File: src/rtl/clkfail_pkg.sv
package clkfail_pkg;
  localparam int ADDR_W = 3;
  localparam int DATA_W = 16;
  localparam int INT_BIT = 0;
  localparam int CF_BIT  = 1;
  localparam int SEL_BIT = 0;

  typedef enum logic [ADDR_W-1:0] {
    A_FLAG = 3'd0,
    A_CLR  = 3'd1,
    A_FRC  = 3'd2,
    A_CFG  = 3'd3,
    A_PRD  = 3'd4,
    A_CNT  = 3'd5
  } cf_addr_e;
endpackage

File: src/rtl/clkfail_sync.sv
module clkfail_sync #(
  parameter int STAGES = 2
) (
  input  logic clk,
  input  logic rst_n,
  input  logic d_async,
  output logic q_sync
);
  logic [STAGES-1:0] chain;

  always_ff @(posedge clk or negedge rst_n) begin
    if (!rst_n) chain <= '0;
    else        chain <= {chain[STAGES-2:0], d_async};
  end

  assign q_sync = chain[STAGES-1];
endmodule

File: src/rtl/clkfail_flags.sv
module clkfail_flags (
  input  logic clk,
  input  logic rst_n,
  input  logic nmi_sel,
  input  logic fail_sync,
  input  logic frc_cf,
  input  logic clr_cf,
  input  logic clr_int,
  output logic cf_flag,
  output logic int_flag,
  output logic irq_pulse
);
  logic cf_set;
  logic int_set;
  logic int_prev;

  // a fresh failure event (hardware or forced) arms the interrupt only in the deferred policy
  assign cf_set  = fail_sync | frc_cf;
  assign int_set = cf_set & ~cf_flag & nmi_sel;

  always_ff @(posedge clk or negedge rst_n) begin
    if (!rst_n) begin
      cf_flag  <= 1'b0;
      int_flag <= 1'b0;
      int_prev <= 1'b0;
    end else begin
      if (cf_set)      cf_flag <= 1'b1;
      else if (clr_cf) cf_flag <= 1'b0;
      if (int_set)      int_flag <= 1'b1;
      else if (clr_int) int_flag <= 1'b0;
      int_prev <= int_flag;
    end
  end

  assign irq_pulse = int_flag & ~int_prev;
endmodule

File: src/rtl/clkfail_wdcnt.sv
module clkfail_wdcnt #(
  parameter int W = 16
) (
  input  logic         clk,
  input  logic         rst_n,
  input  logic         run,
  input  logic [W-1:0] period,
  output logic [W-1:0] count,
  output logic         expired
);
  logic reached;

  assign reached = run && (count >= period);

  always_ff @(posedge clk or negedge rst_n) begin
    if (!rst_n) begin
      count   <= '0;
      expired <= 1'b0;
    end else begin
      if (!run)          count <= '0;
      else if (!reached) count <= count + 1'b1;
      if (reached) expired <= 1'b1;
    end
  end
endmodule

File: src/rtl/clkfail_nmi_wd.sv
module clkfail_nmi_wd
  import clkfail_pkg::*;
#(
  parameter int          CNT_W     = 16,
  parameter int          SYNC_LEN  = 2,
  parameter logic [15:0] PRD_RESET = 16'h7FFF
) (
  input  logic              clk,
  input  logic              rst_n,
  input  logic              fail_async_i,
  input  logic              reg_wr_i,
  input  logic [ADDR_W-1:0] reg_addr_i,
  input  logic [DATA_W-1:0] reg_wdata_i,
  output logic [DATA_W-1:0] reg_rdata_o,
  output logic              nmi_irq_o,
  output logic              nmi_rst_o,
  output logic              mclk_rst_req_o,
  output logic              trip_o
);
  localparam int PAD_W = DATA_W - CNT_W;

  logic             fail_sync;
  logic             cf_flag;
  logic             int_flag;
  logic             nmi_sel_q;
  logic [CNT_W-1:0] period_q;
  logic [CNT_W-1:0] cnt_q;
  logic             wr_clr, wr_frc, wr_cfg, wr_prd;

  assign wr_clr = reg_wr_i && (reg_addr_i == A_CLR);
  assign wr_frc = reg_wr_i && (reg_addr_i == A_FRC);
  assign wr_cfg = reg_wr_i && (reg_addr_i == A_CFG);
  assign wr_prd = reg_wr_i && (reg_addr_i == A_PRD);

  clkfail_sync #(.STAGES(SYNC_LEN)) u_sync (
    .clk    (clk),
    .rst_n  (rst_n),
    .d_async(fail_async_i),
    .q_sync (fail_sync)
  );

  always_ff @(posedge clk or negedge rst_n) begin
    if (!rst_n) begin
      nmi_sel_q <= 1'b0;
      period_q  <= PRD_RESET[CNT_W-1:0];
    end else begin
      if (wr_cfg) nmi_sel_q <= reg_wdata_i[SEL_BIT];
      if (wr_prd) period_q  <= reg_wdata_i[CNT_W-1:0];
    end
  end

  clkfail_flags u_flags (
    .clk      (clk),
    .rst_n    (rst_n),
    .nmi_sel  (nmi_sel_q),
    .fail_sync(fail_sync),
    .frc_cf   (wr_frc && reg_wdata_i[CF_BIT]),
    .clr_cf   (wr_clr && reg_wdata_i[CF_BIT]),
    .clr_int  (wr_clr && reg_wdata_i[INT_BIT]),
    .cf_flag  (cf_flag),
    .int_flag (int_flag),
    .irq_pulse(nmi_irq_o)
  );

  clkfail_wdcnt #(.W(CNT_W)) u_cnt (
    .clk    (clk),
    .rst_n  (rst_n),
    .run    (cf_flag && nmi_sel_q),
    .period (period_q),
    .count  (cnt_q),
    .expired(nmi_rst_o)
  );

  // immediate policy bypasses the grace window; the internal reset only joins this request
  assign mclk_rst_req_o = (fail_sync && !nmi_sel_q) || nmi_rst_o;
  assign trip_o         = cf_flag;

  always_comb begin
    reg_rdata_o = '0;
    case (reg_addr_i)
      A_FLAG: begin
        reg_rdata_o[CF_BIT]  = cf_flag;
        reg_rdata_o[INT_BIT] = int_flag;
      end
      A_CFG:   reg_rdata_o[SEL_BIT] = nmi_sel_q;
      A_PRD:   reg_rdata_o = {{PAD_W{1'b0}}, period_q};
      A_CNT:   reg_rdata_o = {{PAD_W{1'b0}}, cnt_q};
      default: reg_rdata_o = '0;
    endcase
  end
endmodule

File: config.mk
export PLATFORM = sky130hd
export DESIGN_NAME = clkfail_nmi_wd
export DESIGN_NICKNAME = d
export VERILOG_FILES = /design/src/rtl/clkfail_pkg.sv /design/src/rtl/clkfail_sync.sv /design/src/rtl/clkfail_flags.sv /design/src/rtl/clkfail_wdcnt.sv /design/src/rtl/clkfail_nmi_wd.sv
export SDC_FILE = /design/constraint.sdc
export NUM_CORES = 1
export LEC_CHECK = 0
export BUFFER_PORTS_ARGS = -buffer_cell sky130_fd_sc_hd__buf_2
export CAP_MARGIN = 10
export CORE_ASPECT_RATIO = 0.8
export CORE_MARGIN = 5
export CORE_UTILIZATION = 30
export DETAILED_ROUTE_END_ITERATION = 12
export PLACE_DENSITY = 0.46
export SETUP_SLACK_MARGIN = 0.05
export SYNTH_ARGS = -nofsm -noshare
export SYNTH_HDL_FRONTEND = slang
export SYNTH_HIERARCHICAL = 1
export SYNTH_SLANG_ARGS = --single-unit
File: constraint.sdc
create_clock -name clk -period 2.8 [get_ports clk]
set_input_delay 0.56 -clock clk [delete_from_list [all_inputs] [get_ports clk]]
set_output_delay 0.56 -clock clk [all_outputs]
set_load 0.005 [all_outputs]
# After elaboration in Yosys (flattened, before gate mapping)

Index checks and enable logic that the tools add are counted.

Add/subtract/negate cells: 1
Multipliers: 0
Divide/modulo/power cells: 0
$lt $le $gt $ge: 1
Equal/unequal tests: 6
Shift-type cells: 0
Multiplexer cells: 9
Bitwise logic cells: 6
Reduce and logical (&&, ||, !) cells: 15

Operators with widths:

| kind                  | number |
|---|---|
| $mux 16               | 2 |
| $pmux 14 s2           | 1 |
| $add 16x1->16 const B | 1 |
| $ge 16x16->1          | 1 |
| $logic_and 1x1->1     | 10 |
| $eq 3x2->1 const B    | 2 |
| $eq 3x3->1 const B    | 2 |
| $mux 1                | 4 |
| $pmux 1 s4            | 1 |
| $reduce_bool 2->1     | 2 |
| $and 1x1->1           | 3 |
| $eq 3x1->1 const B    | 1 |
| $logic_not 3->1       | 1 |
| $pmux 1 s3            | 1 |
| $ne 2x2->1 const B    | 1 |
| $not 1->1             | 2 |
| $logic_not 1->1       | 1 |
| $logic_or 1x1->1      | 1 |
| $or 1x1->1            | 1 |

Register bits: 39
Latch bits: 0
RAM bits: 0
Memory bits (read-only): 0
Bits of input ports: 23
Output and inout bits: 20
Word-level logic and storage cells: 46
Memories: 0

# Logic depth before layout (Yosys ltp)

Gate-level depths: netlist of the first run.

Depth after elaboration: 7
Depth in mapped cells: 9
Mapped depth without buffers: 8

# By module

The synthesis of the first run kept the hierarchy.

By module, submodules not included:

| module         | times used | cells each | area each (um2) | seq. area each (um2) |
|---|---|---|---|---|
| clkfail_wdcnt  | 1          | 149        | 1270.0          | 425.4 |
| clkfail_nmi_wd | 1          | 87         | 1057.3          | 444.2 |
| clkfail_flags  | 1          | 10         | 115.1           | 75.1 |
| clkfail_sync   | 1          | 2          | 50.0            | 50.0 |

# Least setup slack after synthesis of the first run

No wires, ideal clock.

Kind: register -> register
From: register period_q[2]
To: register u_cnt.count[15]
Library setup time: 0.140 ns
Arrival: 2.120 ns
Required time: 2.660 ns
Path slack: 0.540 ns
Cell stages (with the launch flop): 10
Buffers on the path: 1
Clock period less this slack: 2.260 ns
Cells stage by stage: dfstp_2 -> inv_1 -> ha_1 -> a211oi_2 -> o21ai_1 -> a211oi_2 -> o21ai_2 -> buf_2 -> o311ai_0 -> o41ai_1

Word-level cells in the longest chain between the ends: 3

Ends and longest elaborated chain:

| what                   | line                 | source |
|---|---|---|
| start, declared        | clkfail_nmi_wd.sv:26 | `logic [CNT_W-1:0] period_q;` |
| start signal, assigned | clkfail_nmi_wd.sv:45 | `period_q <= PRD_RESET[CNT_W-1:0];` |
| start signal, assigned | clkfail_nmi_wd.sv:48 | `if (wr_prd) period_q <= reg_wdata_i[CNT_W-1:0];` |
| $ge 16x16->1           | clkfail_wdcnt.sv:13  | `assign reached = run && (count >= period);` |
| $logic_and 1x1->1      | clkfail_wdcnt.sv:13  |  |
| $ne 2x2->1 (no line)   | --                   |  |
| end signal, assigned   | clkfail_wdcnt.sv:21  | `else if (!reached) count <= count + 1'b1;` |
| end, declared          | clkfail_wdcnt.sv:8   | `output logic [W-1:0] count,` |

Every way passes these cells.
A chain may end at the register's enable or synchronous reset.

# Worst setup path in the final report of the first run

From: register period_q[9]
To: register u_cnt.count[10]

Same word-level chain as after synthesis.

==> metrics, run 1 <==
GRT Total Usage=0.1188; Initial Utilization=0.3108; via count=1,917; net count reported at finish=337; CTS tree=done; clk_lat worst skew=0.29 ns; post-route minimum period=2.553 ns; Top FF cell, synth=dfrtp_1; endpoints failing setup=0; Worst Hold Class=register to register; # placed instances=397; Worst setup EP type=register; htree depth=2; worst path cell trace=inv_1, ha_1, a21oi_1, o21ai_0, a21oi_1, o21ai_4, or4_1, a21oi_1; critical path type=register to register; Setup TNS=0 ns; TritonCTS Buffers=5; ANT cells=0; reg2reg setup slack=0.25 ns; Non-Filler Instances=406; power share of the clock group=0.260; routed vias/inst=4.722; period utilization=0.9119; R2R depth=8; wire length per cell=14.42 um; cell family with most CP delay=compound AO/OA/AOI/OAI gates; crit-path max cell delay=0.55 ns; initial antenna violation count=0; largest net degree at the start of global routing=40; Post-synth EDFFs=0; Core Box Area=8019 um2; startpoint types=register; Clk pin slew, worst setup/hold paths=0.08 ns; Final Hold Vio Count=0; crit path to=u_cnt/count[10]; fmax=391.6 MHz; clock buffer depth=2; IO Pins=43; DRT Pass-1 Iters=4; PortBufs=42; WP data arrival=2.76 ns; Starting DRT DRC Count=94; Syn Std Cell Area=2492 um2; Ys Warns=6; die width=111.9 um; site row count=29; Async SR Flop Fraction=1.000; reg2reg end=u_cnt/count[10]; Sw Share=0.2989; final wirelength=5856 um; CP bufs+invs=1; Die Y-Extent=91.53 um; post-route ant nets=0; syn avg cell area=10.05 um2; unrepaired setup endpoints after global routing=false; PwrDens=515.6 nW/um2; vias in the first global route=1,889; Sequential Power Share=0.490; origin of the critical flop-to-flop path=period_q[9]; GR Overflow Total=0; Slew @ Worst Pin=0.9277 ns; Critical-path top delay cell=or4_1; DIE AREA=10,240 um2; Switch Pwr=453.5 uW; Max Transition Viols Final=0; Max-slew headroom=0.3815; post-synthesis net count=288; Final Cell Area=2943 um2; Critical Path Stages=8; smallest hold slack=0.3499 ns; internal power=1064 uW; final worst slack=0.2466 ns; clock sinks=39; sequential cell area fraction in the yosys report=0.3991; Most Frequent Cell on Critical Path=a21oi_1; Combinational Power Share=0.250; placed cell area=2836 um2; Cells after Synth=248; worst-case clock skew=0.007153 ns; Hold Crit Start=u_sync/chain[0]; IR Drop Worst-Case VDD=0.0001842 V; status=finished, final reports clean; Netlist cell types=43; first-pass GRT wire length=9777 um; static leakage=0.001403 uW; crit-path max FO=26; DRC Markers=0; Area Overhead vs Synth=18.07%; Critical Path Source=period_q[9]; max cap viols=0; GP Congestion=0.7444; Root Buffer=clkbuf_8; DP Wirelength=4330 um; share of post-route cells with drive strength above 1=0.3255; Yosys reg bits=39; pre-CTS setup slack=0.09353 ns; critical path required time=3.01 ns
==> routing by layer <==
layer / vias to the layer above / wire [um] / GRT usage
met1: 891 / 3132 / 0.1775
met2: 50 / 2357 / 0.1652
met4: 0 / 24 / 0.03343
li1: 974 / - / -
met3: 2 / 342 / 0.03389
met5: - / 0 / 0
==> worst register-to-register path, delay by kind of cell (launching register included) <==
kind	cells	cell delay (ns)
buffers and inverters	1	0.04
and+or+nand+nor	1	0.56
DFF	1	0.54
adders and majority gates	1	0.30
AOI/OAI and AO/OA	5	1.02
==> metrics by stage <==
stage	util	power, uW
2_1_floorplan	-	1012
3_3_place_gp	0.3537	1129
3_5_place_dp	0.3537	1134
4_1_cts	0.3651	1547
5_1_grt	0.3670	1630
6_report	0.3670	1517
==> worst min path at each step <==
stage          slack [ns]         endpoint  depth (start not counted)
2_1_floorplan        0.26        nmi_sel_q                          0
4_1_cts              0.35  u_sync/chain[1]                          0
3_3_place_gp         0.33  u_sync/chain[1]                          0
3_5_place_dp         0.33  u_sync/chain[1]                          0
5_1_grt              0.36  u_sync/chain[1]                          0
6_report             0.35  u_sync/chain[1]                          0
==> repair_timing <==
action                                  in CTS  in global routing
hold buffers                                 0                  0
gates resized for setup                      0                  1
endpoints found under the setup margin       0                  3
hold endpoints to repair                     0                  0
buffers inserted                             0                  1
==> area by class of cell <==
class	count	area (um2)
Timing Repair Buffer	51	277.8
Clock buffer	7	86.33
Clock inverter	1	5.005
Fill cell	818	5076
Tap cell	108	135.1
Inverter	25	93.84
Multi-Input combinational cell	175	1350
Sequential cell	39	994.7
==> synthesized netlist by cell type, types with 2 or more instances <==
cell       n  share of area
nand2_1   15          0.023
xnor2_1    2         0.0070
nor2b_1    3         0.0075
inv_1     24          0.036
o311ai_0   2         0.0070
a21oi_1   13          0.026
nor4b_1    2         0.0070
nand4_1    2         0.0050
dfstp_2   15           0.16
nand2b_1   6          0.015
ha_1      17          0.085
a211oi_1   2         0.0060
or3_1      4          0.010
mux2_4    10          0.060
or4_1      3         0.0090
mux2i_1   20          0.080
o21ai_0    8          0.016
mux2_2     7          0.032
clkbuf_1   4         0.0060
o31ai_1    4          0.012
and3_1     2         0.0050
nor2_1    26          0.039
o41ai_1    2         0.0070
a211oi_2   2          0.010
o211ai_1   2         0.0060
buf_2      3         0.0060
a21o_1     2         0.0060
nand3_1    8          0.016
dfrtp_1   24           0.24
==> flip-flops by register name, indices dropped and copies added, names as in the netlist <==
name / cells
nmi_sel_q: 1
u_flags/cf_flag: 1
period_q: 16
u_cnt/count: 16
u_flags/int_prev: 1
u_flags/int_flag: 1
u_cnt/expired: 1
u_sync/chain: 2
==> cell families after synthesis <==
logic type / Yosys count / share of synthesized area
simple gates: 77 / 0.1586
fa+ha+maj: 17 / 0.08534
xor+xnor: 2 / 0.007029
mux: 37 / 0.1722
compound gates: 42 / 0.1155
buf+inv: 34 / 0.06225
flops: 39 / 0.3991
==> cell usage in the layout, fill, tap and decap left out, types with 6 or more instances in the layout <==
master    Yosys  layout
dfstp_2      15      15
nand2b_1      6       6
a21oi_1      13      13
clkbuf_8      0       6
nor2_1       26      26
nand2_1      15      15
mux2_4       10      10
mux2_2        7       7
buf_2         3      42
mux2i_1      20      20
nand3_1       8       8
dfrtp_1      24      24
buf_4         0       9
inv_1        24      24
o21ai_0       8       8
ha_1         17      17
==> power groups by stage <==
stage	Clock (uW)	Sequential (uW)	Combinational (uW)
3_3_place_gp	0	753	376
3_5_place_dp	0	755	379
2_1_floorplan	0	732	279
6_report	395	744	379
4_1_cts	419	745	382
5_1_grt	439	758	433
(Power assumes the default switching activity.)
==> inputs of run 2 (changes only) <==
Settings changed: ABC_AREA set to 1, CTS_CLUSTER_DIAMETER set to 40, PLACE_DENSITY 0.46 to 0.47.
==> metrics, run 2 <==
status=finished, final reports clean; Async SR Flop Fraction=1.000 (unchanged); GP Congestion=0.8518 (+14%); Syn Std Cell Area=2858 um2 (+15%); largest net degree at the start of global routing=40 (unchanged); clock sinks=39 (unchanged); initial antenna violation count=0 (unchanged); wire length per cell=12.95 um (-10%); clk_lat worst skew=0.28 ns (about the same); startpoint types=input pin; final worst slack=0.5331 ns (+0.2866 ns); Setup TNS=0 ns (unchanged); critical path type=input pin to primary output; PwrDens=497.0 nW/um2 (-3.6%); TritonCTS Buffers=5 (unchanged); CTS hold repair buffers=0 (unchanged); GRT Total Usage=0.1298 (+0.01093); Yosys reg bits=39 (unchanged); net count reported at finish=472 (+40%); sequential cell area fraction in the yosys report=0.3481 (-0.05102); Critical Path Source=reg_addr_i[2]; post-CTS setup repair buffer count=0 (unchanged); clock buffer depth=2 (unchanged); reg2reg setup slack=0.70 ns (+0.45 ns); smallest hold slack=0.3462 ns (-0.003639 ns); first-pass GRT wire length=12,450 um (+27%); critical path required time=2.24 ns (-0.77 ns); DP Wirelength=5195 um (+20%); Sequential Power Share=0.440 (-0.050); DIE AREA=11,590 um2 (+13%); Ys Warns=6 (unchanged); syn avg cell area=7.290 um2 (-27%); Hold EP=u_sync/chain[1]; Slew @ Worst Pin=0.9108 ns (-0.01692 ns); crit-path max FO=22 (-15%); period utilization=0.8096 (-0.1023); internal power=1122 uW (+5.4%); worst-case clock skew=0.004598 ns (-0.002555 ns); DRT Pass-1 Iters=4 (unchanged); vias in the first global route=2,498 (+32%); post-synthesis net count=432 (+50%); Critical-path top delay cell=buf_2; Final Util=0.3585 (-0.008470); GR Overflow Total=0 (unchanged); Hold Crit Start=u_sync/chain[0]; worst hold path depth=0 (unchanged); unrepaired setup endpoints after global routing=false; Netlist cell types=29 (-33%); Switch Pwr=516.5 uW (+14%); CP bufs+invs=3 (+2); endpoints failing setup=0 (unchanged); Clk pin slew, worst setup/hold paths=0.06 ns (-0.02 ns); share of the synthesized area in the top cell type=0.2102 (-0.03081); Top FF cell, synth=dfrtp_1; Final Hold Vio Count=0 (unchanged); post-route ant nets=0 (unchanged); Max-slew headroom=0.3928 (+0.01128); R2R depth=8 (unchanged); Worst Hold Class=register to register; Sw Share=0.3153 (+0.01642); post-cts gate resize count=0 (unchanged); Area contributors post-synth=dfrtp_1 21%, dfstp_2 14%, nand2_1 11%; Starting DRT DRC Count=107 (+14%); WP data arrival=1.71 ns (-1.05 ns); DRC Markers=0 (unchanged); reg2reg end=u_cnt/count[13]; htree depth=2 (unchanged); synth cell count leaders=86 x nand2_1, 78 x inv_1, 48 x nand3_1; commonest non-fill, non-tap cell in the layout=nand2_1; fmax=441.1 MHz (+13%); power share of the clock group=0.345 (+0.085); max cap viols=0 (unchanged); routed vias/inst=4.690 (-0.68%); IR Drop Worst-Case VDD=0.0002676 V (+45%); ANT cells=0 (unchanged); Yosys top cell by area=dfrtp_1; Post-synth EDFFs=0 (unchanged); Max Transition Viols Final=0 (unchanged); biggest regs=period_q: 16 flops, u_cnt/count: 16 flops, u_sync/chain: 2 flops; Most Frequent Cell on Critical Path=buf_2; site row count=31 (+6.9%); via count=2,570 (+34%); origin of the critical flop-to-flop path=period_q[9]; cell family with most CP delay=buffers and inverters; static leakage=0.001720 uW (+23%); PortBufs=42 (unchanged); Area Overhead vs Synth=15.32%; commonest non-fill, non-tap cells in the layout=86 x nand2_1, 78 x inv_1, 48 x nand3_1, 42 x buf_2, 24 x dfrtp_1; Combinational Power Share=0.215 (-0.035); Initial Utilization=0.3109 (about the same); Core Box Area=9193 um2 (+15%); share of post-route cells with drive strength above 1=0.2309 (-0.09456); worst path cell trace=buf_2, nand3_1, buf_4, o21ai_0, buf_2; die width=119.1 um (+6.4%); Die Y-Extent=97.30 um (+6.3%); Cells after Synth=392 (+58%); final wirelength=7097 um (+21%); IO Pins=43 (unchanged); pre-CTS setup slack=0.5504 ns (+0.4569 ns); crit-path max cell delay=0.36 ns (-0.19 ns); CTS tree=done; Worst setup EP type=primary output; most numerous cell in the Yosys netlist=nand2_1; Root Buffer=clkbuf_16; post-route minimum period=2.267 ns (-0.2866 ns)
==> run 2: cell types whose count changed after synthesis, sizes merged, moves of 17 or more <==
cell	change
nand4	+19
mux2	-17
nand3	+41
o21ai	+25
mux2i	-20
inv	+56
nand2	+75
==> run 2: cell type report <==
cell class	instances	area, um2
Clock inverter	3	15.01
Tap cell	115	143.9
Fill cell	992	5897
Sequential cell	39	994.7
Multi-Input combinational cell	257	1461
Timing Repair Buffer	47	247.7
Inverter	82	307.8
Clock buffer	5	125.1
==> run 2: logic make-up after synthesis <==
logic type      Yosys count  share of synthesized area
buf+inv                  96                     0.1405
flops                    39                     0.3481
simple gates            189                     0.3148
fa+ha+maj                17                    0.07443
xor+xnor                  4                    0.01226
compound gates           47                     0.1099
==> run 2: power by group through the flow <==
stage          Sequential, uW  Combinational, uW  Clock, uW
3_3_place_gp              732                349          0
3_5_place_dp              731                356          0
2_1_floorplan             710                256          0
4_1_cts                   723                357        581
5_1_grt                   731                412        603
6_report                  721                352        564
==> run 2: how the worst max path moves through the flow <==
stage / end / slack, ns / cells past startpoint
after global placement: reg_rdata_o[11] / 0.66 / 5
after CTS: reg_rdata_o[9] / 0.53 / 5
after floorplan: u_cnt/count[4] / 1.04 / 8
after global routing: reg_rdata_o[9] / 0.38 / 5
after detailed placement: reg_rdata_o[9] / 0.55 / 5
final: reg_rdata_o[9] / 0.53 / 5
==> run 2: stage by stage <==
stage          total power, uW  instances  cell area (um2)
6_report                  1638        548             3296
5_1_grt                   1746        548             3296
4_1_cts                   1660        548             3296
3_5_place_dp              1087        540             3156
3_3_place_gp              1081        540             3156
2_1_floorplan            965.6        392             2858
==> run 2: metal layers <==
metal	up-vias	wire length, um	GRT usage	share of wire
met3	5	310	0.03318	0.044
met5	-	0	0	0
met4	0	56	0.02671	0.0079
met2	45	3017	0.1945	0.43
li1	1330	-	-	-
met1	1190	3713	0.1877	0.52
